===== src/rtl/pw_pkg.sv =====
package pw_pkg;
    typedef enum logic [0:0] {
        PW_IDLE = 1'b0,
        PW_RUN  = 1'b1
    } pw_state_e;
endpackage


===== src/rtl/pw_width_decode.sv =====
module pw_width_decode #(
    parameter int DIGITS = 3
) (
    input  logic                  bcd_mode,
    input  logic [DIGITS*4-1:0]   field,
    output logic [DIGITS*4-1:0]   value
);
    localparam int FIELD_W = DIGITS * 4;

    logic [3:0] dig [DIGITS];

    // each decimal digit clamped to 9
    for (genvar g = 0; g < DIGITS; g++) begin : g_digit
        always_comb begin
            if (field[g*4 +: 4] > 4'd9) dig[g] = 4'd9;
            else                        dig[g] = field[g*4 +: 4];
        end
    end

    logic [FIELD_W-1:0] acc;

    always_comb begin
        acc = '0;
        for (int i = DIGITS - 1; i >= 0; i--) begin
            acc = acc * FIELD_W'(10) + FIELD_W'(dig[i]);
        end
        value = bcd_mode ? acc : field;
    end
endmodule


===== src/rtl/pw_sat_counter.sv =====
module pw_sat_counter #(
    parameter int CNT_W = 12
) (
    input  logic             clk,
    input  logic             rst,
    input  logic             load,
    input  logic [CNT_W-1:0] load_val,
    input  logic             dec,
    output logic [CNT_W-1:0] count,
    output logic             last
);
    always_ff @(posedge clk) begin
        if (rst)                     count <= '0;
        else if (load)               count <= load_val;
        else if (dec && count != '0) count <= count - CNT_W'(1);
    end

    assign last = (count == CNT_W'(1));
endmodule


===== src/rtl/pw_pulse_gen.sv =====
module pw_pulse_gen #(
    parameter int DIGITS = 3
) (
    input  logic                clk,
    input  logic                rst,
    input  logic                trig,
    input  logic                bcd_mode,
    input  logic [DIGITS*4-1:0] width_in,
    output logic                pulse_out
);
    import pw_pkg::*;

    localparam int FIELD_W = DIGITS * 4;

    pw_state_e          state, state_n;
    logic [FIELD_W-1:0] wval;
    logic [FIELD_W-1:0] cnt;
    logic               cnt_last;
    logic               accept;
    logic               pulse_q;

    pw_width_decode #(.DIGITS(DIGITS)) u_dec (
        .bcd_mode (bcd_mode),
        .field    (width_in),
        .value    (wval)
    );

    assign accept = (state == PW_IDLE) && trig && (wval != '0);

    pw_sat_counter #(.CNT_W(FIELD_W)) u_cnt (
        .clk      (clk),
        .rst      (rst),
        .load     (accept),
        .load_val (wval),
        .dec      (state == PW_RUN),
        .count    (cnt),
        .last     (cnt_last)
    );

    // next-state decode
    always_comb begin
        state_n = state;
        unique case (state)
            PW_IDLE: if (accept)   state_n = PW_RUN;
            PW_RUN:  if (cnt_last) state_n = PW_IDLE;
        endcase
    end

    // state register
    always_ff @(posedge clk) begin
        if (rst) state <= PW_IDLE;
        else     state <= state_n;
    end

    // registered output
    always_ff @(posedge clk) begin
        if (rst) pulse_q <= 1'b0;
        else     pulse_q <= (state_n == PW_RUN);
    end

    assign pulse_out = pulse_q;
endmodule


===== config.mk =====
export PLATFORM = sky130hd
export DESIGN_NAME = pw_pulse_gen
export DESIGN_NICKNAME = d
export VERILOG_FILES = /design/src/rtl/pw_pkg.sv /design/src/rtl/pw_width_decode.sv /design/src/rtl/pw_sat_counter.sv /design/src/rtl/pw_pulse_gen.sv
export SDC_FILE = /design/constraint.sdc
export NUM_CORES = 1
export LEC_CHECK = 0
export CORE_MARGIN = 2
export CORE_UTILIZATION = 49
export DETAILED_ROUTE_END_ITERATION = 6
export HOLD_SLACK_MARGIN = 0.06
export PLACE_DENSITY = 0.69
export SLEW_MARGIN = 20
export SYNTH_ARGS = -nofsm -noshare
export SYNTH_HDL_FRONTEND = slang
export SYNTH_SLANG_ARGS = --single-unit

===== constraint.sdc =====
create_clock -name clk -period 9.7 [get_ports clk]
set_input_delay 0.97 -clock clk [delete_from_list [all_inputs] [get_ports clk]]
set_output_delay 0.97 -clock clk [all_outputs]
set_load 0.01 [all_outputs]

==> Word-level counts from Yosys, hierarchy flattened <==
Cells that the tools add are included.
{ "word_totals": {"regBits": 13, "inputBits": 16, "output_inout_bits": 1, "wordCells": 27} }
{ "classes": {"addsub": 3, "multipliers": 2, "n_lt_le_gt_ge": 3, "eq_ne": 1, "muxes": 9, "bitwise": 1, "reduce_logical": 6} }
{ "op_table": {"columns": ["operator", "n"], "rows": [
  ["12-bit two-way mux", 3],
  ["12-bit by 4-bit adder with 12-bit output", 2],
  ["12-bit nonzero test", 2],
  ["12-bit by 1-bit == test with 1-bit output (second input constant)", 1],
  ["4-bit greater-than comparator (second input constant)", 3],
  ["12-bit by 3-bit multiplier with 11-bit output (second input constant)", 1],
  ["4-bit two-way mux", 3],
  ["12-bit by 1-bit subtractor with 12-bit output (second input constant)", 1],
  ["4-bit by 3-bit multiplier with 7-bit output (second input constant)", 1],
  ["1-bit logical AND", 3],
  ["1-bit two-way mux", 2],
  ["1-bit case mux with 2 select lines", 1],
  ["2-bit nonzero test", 1],
  ["1-bit inverter", 1]
]} }

==> Logic depth before layout (Yosys ltp) <==
Gate-level depths: netlist (run 1).
{ "depth": {"word_depth": 11, "depth_mapped": 23, "ltp_nobuf": 21} }

==> Cells and area by module <==
Synthesis (run 1) repeated with hierarchy kept, for this count alone.
{ "hier_totals": {"cells_unflattened": 233, "hier_area_um2": 1894.3} }
{ "by_module_without_submodules": {"columns": ["mod", "n_inst", "cells_per_inst", "area_per_inst_um2", "seq_area_each_um2"], "rows": [
  ["pw_width_decode", 1, 128, 1033.5, 0.0],
  ["pw_sat_counter", 1, 95, 779.5, 240.2],
  ["pw_pulse_gen", 1, 10, 81.3, 20.0]
]} }

==> Least setup slack after synthesis (run 1) <==
OpenSTA, ideal clock, no wires.
{ "synth_timing": {"path_type": "input to register", "start": "in width_in[11]", "end": "reg u_cnt.count[8]", "setup_ps": 122, "arrival_time_ps": 5673, "required_time_ps": 9578, "slack_ps": 3905, "stages": 22, "path_buffers": 2, "path_cell_list": "clkbuf_1 o21ai_0 nand2b_1 ha_1 ha_1 inv_1 fa_1 nand2b_1 nor2_1 and3_1 o21ai_0 o21ai_0 ha_1 ha_1 clkbuf_1 or4b_1 o311ai_2 or4b_1 xnor3_2 a21oi_2 nor2_2 o311a_1"} }
{ "synth_via": {"elab_chain_len": 10, "word_cells_on_any_way": 11, "classes_between": "add/sub (2); mul (2); order compare (1); mux (3); reduce/logical (3)"} }
{ "synth_rtl": {"columns": ["element", "line", "rtl"], "rows": [
  ["start, declared", "pw_pulse_gen.sv:8", "input logic [DIGITS*4-1:0] width_in,"],
  ["4-bit greater-than comparator", "pw_width_decode.sv:15", "if (field[g*4 +: 4] > 4'd9) dig[g] = 4'd9;"],
  ["4-bit two-way mux", "pw_width_decode.sv:15", null],
  ["4-bit by 3-bit multiplier with 7-bit output", "pw_width_decode.sv:25", "acc = acc * FIELD_W'(10) + FIELD_W'(dig[i]);"],
  ["12-bit by 4-bit adder with 12-bit output", "pw_width_decode.sv:25", null],
  ["12-bit by 3-bit multiplier with 11-bit output", "pw_width_decode.sv:25", null],
  ["12-bit by 4-bit adder with 12-bit output", "pw_width_decode.sv:25", null],
  ["12-bit two-way mux *", "pw_width_decode.sv:27", "value = bcd_mode ? acc : field;"],
  ["12-bit nonzero test", "pw_pulse_gen.sv:28", "assign accept = (state == PW_IDLE) && trig && (wval != '0);"],
  ["1-bit logical AND", "pw_pulse_gen.sv:28", null],
  ["12-bit two-way mux / 2-bit nonzero test (equally long branches)", null, null],
  ["end signal, assigned", "pw_sat_counter.sv:14", "else if (load) count <= load_val;"],
  ["end signal, assigned", "pw_sat_counter.sv:15", "else if (dec && count != '0) count <= count - CNT_W'(1);"],
  ["end, declared", "pw_sat_counter.sv:9", "output logic [CNT_W-1:0] count,"]
]} }
Every way passes the cells marked *; elsewhere a longest branch is shown, timed or not.
A chain may end at the register's enable or synchronous reset.

==> Worst setup path in the final report (run 1) <==
Ends and elaborated chain as after synthesis.

==> results_tabular.tex, run 1 <==
\begin{tabular}{lr}
\hline
Metric & Value \\
\hline
\multicolumn{2}{l}{\textbf{Floorplan}} \\
\quad Die boundary width & 67.14 microns \\
\quad Y dimension of the die & 67.14 microns \\
\quad Floorplan core area & around 3700 sq um \\
\quad Number of I/O pins & 17 \\
\quad Die Footprint & 4507 sq um \\
\quad Starting density of the core & 52.17\% \\
\quad Standard-cell row count & 22 \\
\multicolumn{2}{l}{\textbf{Clocking}} \\
\quad Clock tree from TritonCTS & done \\
\quad Number of buffers added for setup after CTS & 0 \\
\quad Bufs on Longest Clock Path & 2 \\
\quad H-tree depth reported by CTS & 1 \\
\quad CTS Hold Bufs & 0 \\
\quad Post-cts resize count & 0 \\
\quad Clock slew at reported path FFs & about 50 ps \\
\quad Num CTS Buffers & 3 \\
\quad Skew-Pair Late Insertion Delay & 250 ps \\
\quad Root Buffer Master & sky130\_fd\_sc\_hd\_\_clkbuf\_8 \\
\quad Count of clock tree sinks & 13 \\
\multicolumn{2}{l}{\textbf{Place}} \\
\quad Half-perimeter wire length after detailed placement & 3626 microns \\
\quad Count of input and output buffers & 16 \\
\quad Final weighted congestion in routability-driven placement & 0.8431 \\
\quad Cell Area, Placed & 2146 sq um \\
\multicolumn{2}{l}{\textbf{Worst setup path}} \\
\quad Arrival time of the worst setup path & 6400 ps \\
\quad Crit Path Max Fanout & 10 \\
\quad Cells on worst reg2reg path & 8 \\
\quad Endpoint class of the critical path & register \\
\quad Internal reg-to-reg setup slack & 7020 ps \\
\quad Endpoint of the worst-slack reg-to-reg timing path & u\_cnt.count[6] \\
\quad Start-to-end type of the worst setup path & input port to register \\
\quad Critical path launch point type & input port \\
\quad RR Startpoint & u\_cnt.count[4] \\
\quad Data required time at the worst endpoint & 9840 ps \\
\multicolumn{2}{l}{\textbf{Pwr}} \\
\quad Cell leakage power & around 0.90 nW \\
\quad PD cells & just under 200 nW/um\^{}2 \\
\quad Max VDD drop & 0.1204 mV \\
\multicolumn{2}{l}{\textbf{Synthesis}} \\
\quad Yosys warnings & 0 \\
\quad Netlist Area Pre-Place & roughly 2000 sq um \\
\quad Number of enable-type register cells in the synthesized netlist & 0 \\
\quad Top post-synthesis cells by area & sky130\_fd\_sc\_hd\_\_ha\_1 16\%, sky130\_fd\_sc\_hd\_\_dfxtp\_1 13\%, sky130\_fd\_sc\_hd\_\_xor2\_1 4.5\% \\
\quad Mean instance size in the synthesized netlist & 8.138 sq um \\
\quad Post-synth top flop & sky130\_fd\_sc\_hd\_\_dfxtp\_1 \\
\quad Most area-hungry cell type in the Yosys netlist & sky130\_fd\_sc\_hd\_\_ha\_1 \\
\quad Portion of synthesized cell area occupied by the leading cell type & 16.02\% \\
\quad Synth unique cells & 55 \\
\quad Synth Register Bits & 13 \\
\quad Post-synthesis cell count & 240 \\
\quad Share of flip-flops with an asynchronous set or reset after synthesis & 0\% \\
\quad Post-Syn Nets & 285 \\
\quad Part of the Yosys area used for sequential elements & roughly an eighth \\
\multicolumn{2}{l}{\textbf{Timing}} \\
\quad FMAX & around 0.16 GHz \\
\quad Period Utilization, post-route & 64.57\% \\
\quad Worst Tran Pin Value & 770.6 ps \\
\quad Count of final setup violators & 0 \\
\quad Final worst clock skew & 1.733 ps \\
\quad Final Hold Violating Endpoints & 0 \\
\quad Worst Hold Margin & 582.8 ps \\
\quad Final max-slew violation count & 0 \\
\quad Final Critical Period & 6263 ps \\
\quad Relative max-transition margin & 48.47\% \\
\quad RSZ-0062 raised after global routing & no \\
\quad Final setup TNS & 0 ps \\
\multicolumn{2}{l}{\textbf{Layout}} \\
\quad Antenna cells & 0 \\
\quad Finished layout cell area & 2191 sq um \\
\quad Filler instances & 358 \\
\quad Fraction of layout cells with a size suffix above 1 & $\sim$8.3\% \\
\quad Layout overhead on the synthesized area & 12.17\% \\
\quad Nets & approximately 300 \\
\multicolumn{2}{l}{\textbf{Detailed routing}} \\
\quad Total routed wirelength & 4457 microns \\
\quad First-pass iteration count of the detailed router & 4 \\
\quad Total number of vias & 1835 \\
\quad DRT antenna net count & 0 \\
\quad Initial drt markers & 101 \\
\quad Wire per inst & roughly 15 microns \\
\quad Detail-routed via count per cell & 6.096 \\
\quad Remaining DRCs & 0 \\
\multicolumn{2}{l}{\textbf{GRT}} \\
\quad Initial antenna violation count & 0 \\
\quad GRT Util Overall & a little under a quarter \\
\quad Number of global-route vias before repair & roughly 1700 \\
\quad Remaining global-route overflow & 0 \\
\quad Pin count of the biggest net entering global routing & 23 \\
\quad First-pass GRT wire length & about 8000 microns \\
\multicolumn{2}{l}{\textbf{Run}} \\
\quad Max-cap viol count & 0 \\
\multicolumn{2}{l}{\textbf{Min path}} \\
\quad Source of the worst hold timing path & u\_cnt.count[7] \\
\quad Worst Hold End & u\_cnt.count[7] \\
\quad Worst hold-check path type & register to register \\
\quad WHS Path Cells & 2 \\
\multicolumn{2}{l}{\textbf{Status}} \\
\quad Result of the run & finished clean \\
\hline
\end{tabular}
==> final cells by class <==
type                            count  area (sq um)  share of cell area, %
Multi-Input combinational cell    213          1639                  74.81
Sequential cell                    13         260.3                  11.88
Timing Repair Buffer               16         160.2                  7.310
Tap cell                           48         60.06                  2.741
Clock buffer                        4         45.04                  2.056
Inverter                            7         26.28                  1.199
==> worst max-delay path, stage by stage <==
cell	delay [ps]
sky130_fd_sc_hd__clkdlybuf4s50_1	650
sky130_fd_sc_hd__o21ai_0	150
sky130_fd_sc_hd__nand2b_1	130
sky130_fd_sc_hd__ha_1	150
sky130_fd_sc_hd__ha_1	160
sky130_fd_sc_hd__inv_1	50
sky130_fd_sc_hd__fa_1	510
sky130_fd_sc_hd__nand2b_1	150
sky130_fd_sc_hd__nor2_1	70
sky130_fd_sc_hd__and3_1	170
sky130_fd_sc_hd__o21ai_0	140
sky130_fd_sc_hd__o21ai_0	140
sky130_fd_sc_hd__ha_1	320
sky130_fd_sc_hd__ha_1	420
sky130_fd_sc_hd__or4b_1	480
sky130_fd_sc_hd__o311ai_2	140
sky130_fd_sc_hd__or4b_1	490
sky130_fd_sc_hd__xnor3_2	260
sky130_fd_sc_hd__a21oi_2	420
sky130_fd_sc_hd__nor2_2	130
sky130_fd_sc_hd__o311a_1	300
==> kinds of logic (layout without fill, tap and decap cells) <==
kind of cell               count (synthesis)  count (layout)  share of synthesized area, %
and+or+nand+nor                           91              91                         26.52
AOI/OAI and AO/OA                         68              68                         25.56
adders and majority gates                 29              29                         20.12
xor gates and xnor gates                  19              19                         9.289
buffers and inverters                     14              27                         2.755
DFF                                       13              13                         13.32
muxes                                      4               4                         2.050
other                                      2               2                        0.3845
==> state kept, by name, summed over array words and instances (netlist names) <==
name,count
u_cnt.count,12
pulse_out,1
==> routing by layer <==
layer / global-route usage (%) / share of wire, %
met4: 4.337 / 1.2
met5: 0 / 0
met2: 35.02 / 43
met1: 33.50 / 51
met3: 2.667 / 4.9
==> stage by stage <==
| step | instances | power [mW] | util [%] | setup slack (ps) |
|---|---|---|---|---|
| 2_1_floorplan | 240 | 0.3162 | - | 3905 |
| 3_5_place_dp | 297 | 0.3782 | 57.32 | 3180 |
| 6_report | 301 | 0.4322 | 58.52 | 3437 |
| 5_1_grt | 301 | 0.4765 | 58.52 | 3094 |
| 3_3_place_gp | 297 | 0.3778 | 57.32 | 3346 |
| 4_1_cts | 301 | 0.4299 | 58.52 | 3440 |
==> where the power goes <==
part	internal [mW]	leakage (nW)	switching, mW
clock	0.0291	0.0228	0.0208
combinational	0.129	0.768	0.174
sequential	0.0663	0.108	0.0127
total	0.225	0.899	0.207
==> placed cells by master (no fill, tap or decap), types with 9 or more instances in the layout <==
cell type and n:
sky130_fd_sc_hd__a211oi_1 9, sky130_fd_sc_hd__a21oi_1 9, sky130_fd_sc_hd__clkdlybuf4s50_1 16, sky130_fd_sc_hd__dfxtp_1 13, sky130_fd_sc_hd__ha_1 25, sky130_fd_sc_hd__nor2_1 17
sky130_fd_sc_hd__nor2b_1 13, sky130_fd_sc_hd__nor3_1 11, sky130_fd_sc_hd__o21ai_0 14, sky130_fd_sc_hd__xor2_1 10
==> worst max path at each step <==
stage | depth (start not counted) | endpoint | startpoint | slack (ps)
final | 21 | u_cnt.count[8] | width_in[11] | 3440
after global routing | 21 | u_cnt.count[8] | width_in[11] | 3090
after CTS | 21 | u_cnt.count[8] | width_in[11] | 3440
after detailed placement | 21 | u_cnt.count[8] | width_in[11] | 3180
after global placement | 21 | u_cnt.count[8] | width_in[11] | 3350
after floorplan | 22 | u_cnt.count[8] | width_in[11] | 3910
==> cells in the mapped netlist (2+ instances only) <==
library cell,number
sky130_fd_sc_hd__nor3_1,11
sky130_fd_sc_hd__or3_1,2
sky130_fd_sc_hd__o31a_1,3
sky130_fd_sc_hd__nand2b_1,4
sky130_fd_sc_hd__xor2_1,10
sky130_fd_sc_hd__nand4_1,5
sky130_fd_sc_hd__a21oi_1,9
sky130_fd_sc_hd__clkbuf_1,6
sky130_fd_sc_hd__conb_1,2
sky130_fd_sc_hd__nor2_1,17
sky130_fd_sc_hd__or4b_1,2
sky130_fd_sc_hd__o211ai_1,2
sky130_fd_sc_hd__a31o_2,4
sky130_fd_sc_hd__o311a_1,2
sky130_fd_sc_hd__a211o_1,4
sky130_fd_sc_hd__nand2_1,8
sky130_fd_sc_hd__and3_1,2
sky130_fd_sc_hd__inv_1,7
sky130_fd_sc_hd__o21ai_0,14
sky130_fd_sc_hd__nor4b_1,2
sky130_fd_sc_hd__mux2i_1,4
sky130_fd_sc_hd__nor3b_1,4
sky130_fd_sc_hd__o31ai_1,2
sky130_fd_sc_hd__or2_2,3
sky130_fd_sc_hd__a311oi_1,2
sky130_fd_sc_hd__nor2b_1,13
sky130_fd_sc_hd__nand3_1,5
sky130_fd_sc_hd__ha_1,25
sky130_fd_sc_hd__fa_1,4
sky130_fd_sc_hd__a31oi_1,4
sky130_fd_sc_hd__xnor2_1,8
sky130_fd_sc_hd__a211oi_1,9
sky130_fd_sc_hd__a21o_1,4
sky130_fd_sc_hd__dfxtp_1,13
sky130_fd_sc_hd__nor4_1,4
Power figures use the tool's default switching activity.
==> run 2, diff against run 1 <==
==> constraint.sdc (replaced) <==
create_clock -name clk -period 6.4 [get_ports clk]
set_input_delay 0.64 -clock clk [delete_from_list [all_inputs] [get_ports clk]]
set_output_delay 0.64 -clock clk [all_outputs]
set_load 0.01 [all_outputs]
==> results_tabular.tex, run 2 (synthesis gave the netlist of run 1 again) <==
\begin{tabular}{lr}
\hline
Metric & Value \\
\hline
\multicolumn{2}{l}{\textbf{Status}} \\
\quad Result of the run & finished clean \\
\multicolumn{2}{l}{\textbf{Detailed routing}} \\
\quad Total number of vias & $\sim$1800 \\
\quad Detail-routed via count per cell & $\sim$6 \\
\quad Remaining DRCs & 0 \\
\quad Wire per inst & about 15 microns \\
\quad First-pass iteration count of the detailed router & 4 \\
\quad DRT antenna net count & 0 \\
\quad Initial drt markers & about 130 \\
\quad Total routed wirelength & 4482 microns \\
\multicolumn{2}{l}{\textbf{Pwr}} \\
\quad Switching Fraction & 47.85\% \\
\quad Clock power share & between 10 and 15\% \\
\quad Internal power component & 0.3412 mW \\
\quad Fraction of power consumed by combinational cells & between 70\% and 80\% \\
\quad Cell leakage power & approximately 0.90 nW \\
\quad PD cells & $\sim$300 nW/um\^{}2 \\
\quad Max VDD drop & around 0.24 mV \\
\quad Switching power summed over all nets & 0.3130 mW \\
\quad Register share of total power & 18.3\% \\
\multicolumn{2}{l}{\textbf{GRT}} \\
\quad Pin count of the biggest net entering global routing & 23 \\
\quad Remaining global-route overflow & 0 \\
\quad Initial antenna violation count & 0 \\
\quad GRT Util Overall & between 20\% and 30\% \\
\quad First-pass GRT wire length & 7790 microns \\
\quad Number of global-route vias before repair & 1698 \\
\multicolumn{2}{l}{\textbf{Clocking}} \\
\quad CTS Hold Bufs & 0 \\
\quad Skew-Pair Late Insertion Delay & 250 ps \\
\quad Number of buffers added for setup after CTS & 0 \\
\quad Count of clock tree sinks & 13 \\
\quad H-tree depth reported by CTS & 1 \\
\quad Clock slew at reported path FFs & 60 ps \\
\quad Clock tree from TritonCTS & done \\
\quad Num CTS Buffers & 3 \\
\quad Root Buffer Master & sky130\_fd\_sc\_hd\_\_clkbuf\_8 \\
\quad Post-cts resize count & 0 \\
\quad Bufs on Longest Clock Path & 2 \\
\multicolumn{2}{l}{\textbf{Timing}} \\
\quad RSZ-0062 raised after global routing & no \\
\quad Worst Tran Pin Value & 793.4 ps \\
\quad Count of final setup violators & 0 \\
\quad FMAX & 0.1691 GHz \\
\quad Final setup TNS & 0 ps \\
\quad Relative max-transition margin & 46.94\% \\
\quad Final WS setup & 485.8 ps \\
\quad Final max-slew violation count & 0 \\
\quad Final Critical Period & 5914 ps \\
\quad Worst Hold Margin & 581.5 ps \\
\quad Final Hold Violating Endpoints & 0 \\
\quad Final worst clock skew & about 6.5 ps \\
\quad Period Utilization, post-route & 92.41\% \\
\multicolumn{2}{l}{\textbf{Worst setup path}} \\
\quad Internal reg-to-reg setup slack & approximately 3800 ps \\
\quad Endpoint class of the critical path & register \\
\quad Arrival time of the worst setup path & roughly 6100 ps \\
\quad Start-to-end type of the worst setup path & input port to register \\
\quad Critical path launch point type & input port \\
\quad Data required time at the worst endpoint & 6540 ps \\
\quad Crit Path Max Fanout & 10 \\
\multicolumn{2}{l}{\textbf{Layout}} \\
\quad Layout overhead on the synthesized area & 12.17\% \\
\quad Finished layout cell area & 2191 sq um \\
\quad Filler instances & 365 \\
\quad Antenna cells & 0 \\
\quad Fraction of layout cells with a size suffix above 1 & around 8.3\% \\
\quad Max FFs per register & 12 \\
\quad Leading cell types in the layout, fill and taps excluded & 25 x sky130\_fd\_sc\_hd\_\_ha\_1, 17 x sky130\_fd\_sc\_hd\_\_nor2\_1, 16 x sky130\_fd\_sc\_hd\_\_clkdlybuf4s50\_1 \\
\quad Nets & 299 \\
\quad Register with the most flip-flops & u\_cnt.count \\
\quad Most common cell after layout, fill and taps aside & sky130\_fd\_sc\_hd\_\_ha\_1 \\
\multicolumn{2}{l}{\textbf{Floorplan}} \\
\quad Number of I/O pins & 17 \\
\quad Standard-cell row count & 22 \\
\quad Starting density of the core & 52.17\% \\
\quad Y dimension of the die & 67.14 microns \\
\quad Die Footprint & roughly 4500 sq um \\
\quad Die boundary width & 67.14 microns \\
\quad Floorplan core area & 3744 sq um \\
\multicolumn{2}{l}{\textbf{Run}} \\
\quad Max-cap viol count & 0 \\
\multicolumn{2}{l}{\textbf{Min path}} \\
\quad Worst hold-check path type & register to register \\
\multicolumn{2}{l}{\textbf{Place}} \\
\quad Half-perimeter wire length after detailed placement & 3635 microns \\
\quad Final weighted congestion in routability-driven placement & $\sim$0.84 \\
\quad Cell Area, Placed & 2146 sq um \\
\quad Count of input and output buffers & 16 \\
\quad DP Worst Slack & 243.5 ps \\
\hline
\end{tabular}
## run 2: cell counts in the layout (fill, tap and decap cells not counted)
Identical to the previous run, type by type.
## run 2: per-layer routing
layer  GRT usage [%]  vias up  routed length (microns)
li1                -      932                        -
met1           33.06      813                     2274
met2           33.66       46                     1933
met3           3.500        2                      260
met4           3.316        0                       14
met5               0        -                        0
## run 2: cell type report
type / count / area, sq um / area share (%)
multi-input combinational: 213 / 1639 / 74.81
tap: 48 / 60.06 / 2.741
sequential: 13 / 260.3 / 11.88
timing repair buffer: 16 / 160.2 / 7.310
clock buffer: 4 / 45.04 / 2.056
inverter: 7 / 26.28 / 1.199
## run 2: metrics by stage
stage	util (%)	std cells	power (mW)
2_1_floorplan	-	240	0.4792
6_report	58.52	301	0.6542
5_1_grt	58.52	301	0.7182
3_3_place_gp	57.32	297	0.5729
3_5_place_dp	57.32	297	0.5756
4_1_cts	58.52	301	0.6529
## run 2: final timing paths
kind                                     start              to  depth (start not counted)
worst max-delay path              width_in[11]  u_cnt.count[8]                         21
worst min-delay path            u_cnt.count[7]  u_cnt.count[7]                          2
worst max register to register  u_cnt.count[4]  u_cnt.count[9]                          8
worst min register to register  u_cnt.count[7]  u_cnt.count[7]                          2
## run 2: worst max-delay path: stages
cell	delay (ps)
sky130_fd_sc_hd__clkdlybuf4s50_1	670
sky130_fd_sc_hd__o21ai_0	150
sky130_fd_sc_hd__nand2b_1	130
sky130_fd_sc_hd__ha_1	160
sky130_fd_sc_hd__ha_1	160
sky130_fd_sc_hd__inv_1	50
sky130_fd_sc_hd__fa_1	510
sky130_fd_sc_hd__nand2b_1	150
sky130_fd_sc_hd__nor2_1	70
sky130_fd_sc_hd__and3_1	160
sky130_fd_sc_hd__o21ai_0	130
sky130_fd_sc_hd__o21ai_0	140
sky130_fd_sc_hd__ha_1	320
sky130_fd_sc_hd__ha_1	410
sky130_fd_sc_hd__or4b_1	480
sky130_fd_sc_hd__o311ai_2	130
sky130_fd_sc_hd__or4b_1	480
sky130_fd_sc_hd__xnor3_2	260
sky130_fd_sc_hd__a21oi_2	410
sky130_fd_sc_hd__nor2_2	120
sky130_fd_sc_hd__o311a_1	300
## run 2: power groups by stage
| stage | sequential (mW) | combinational, mW | clock, mW |
|---|---|---|---|
| 6_report | 0.120 | 0.462 | 0.0730 |
| 5_1_grt | 0.123 | 0.517 | 0.0787 |
| 4_1_cts | 0.120 | 0.458 | 0.0751 |
| 3_5_place_dp | 0.121 | 0.455 | 0 |
| 3_3_place_gp | 0.120 | 0.452 | 0 |
| 2_1_floorplan | 0.118 | 0.362 | 0 |
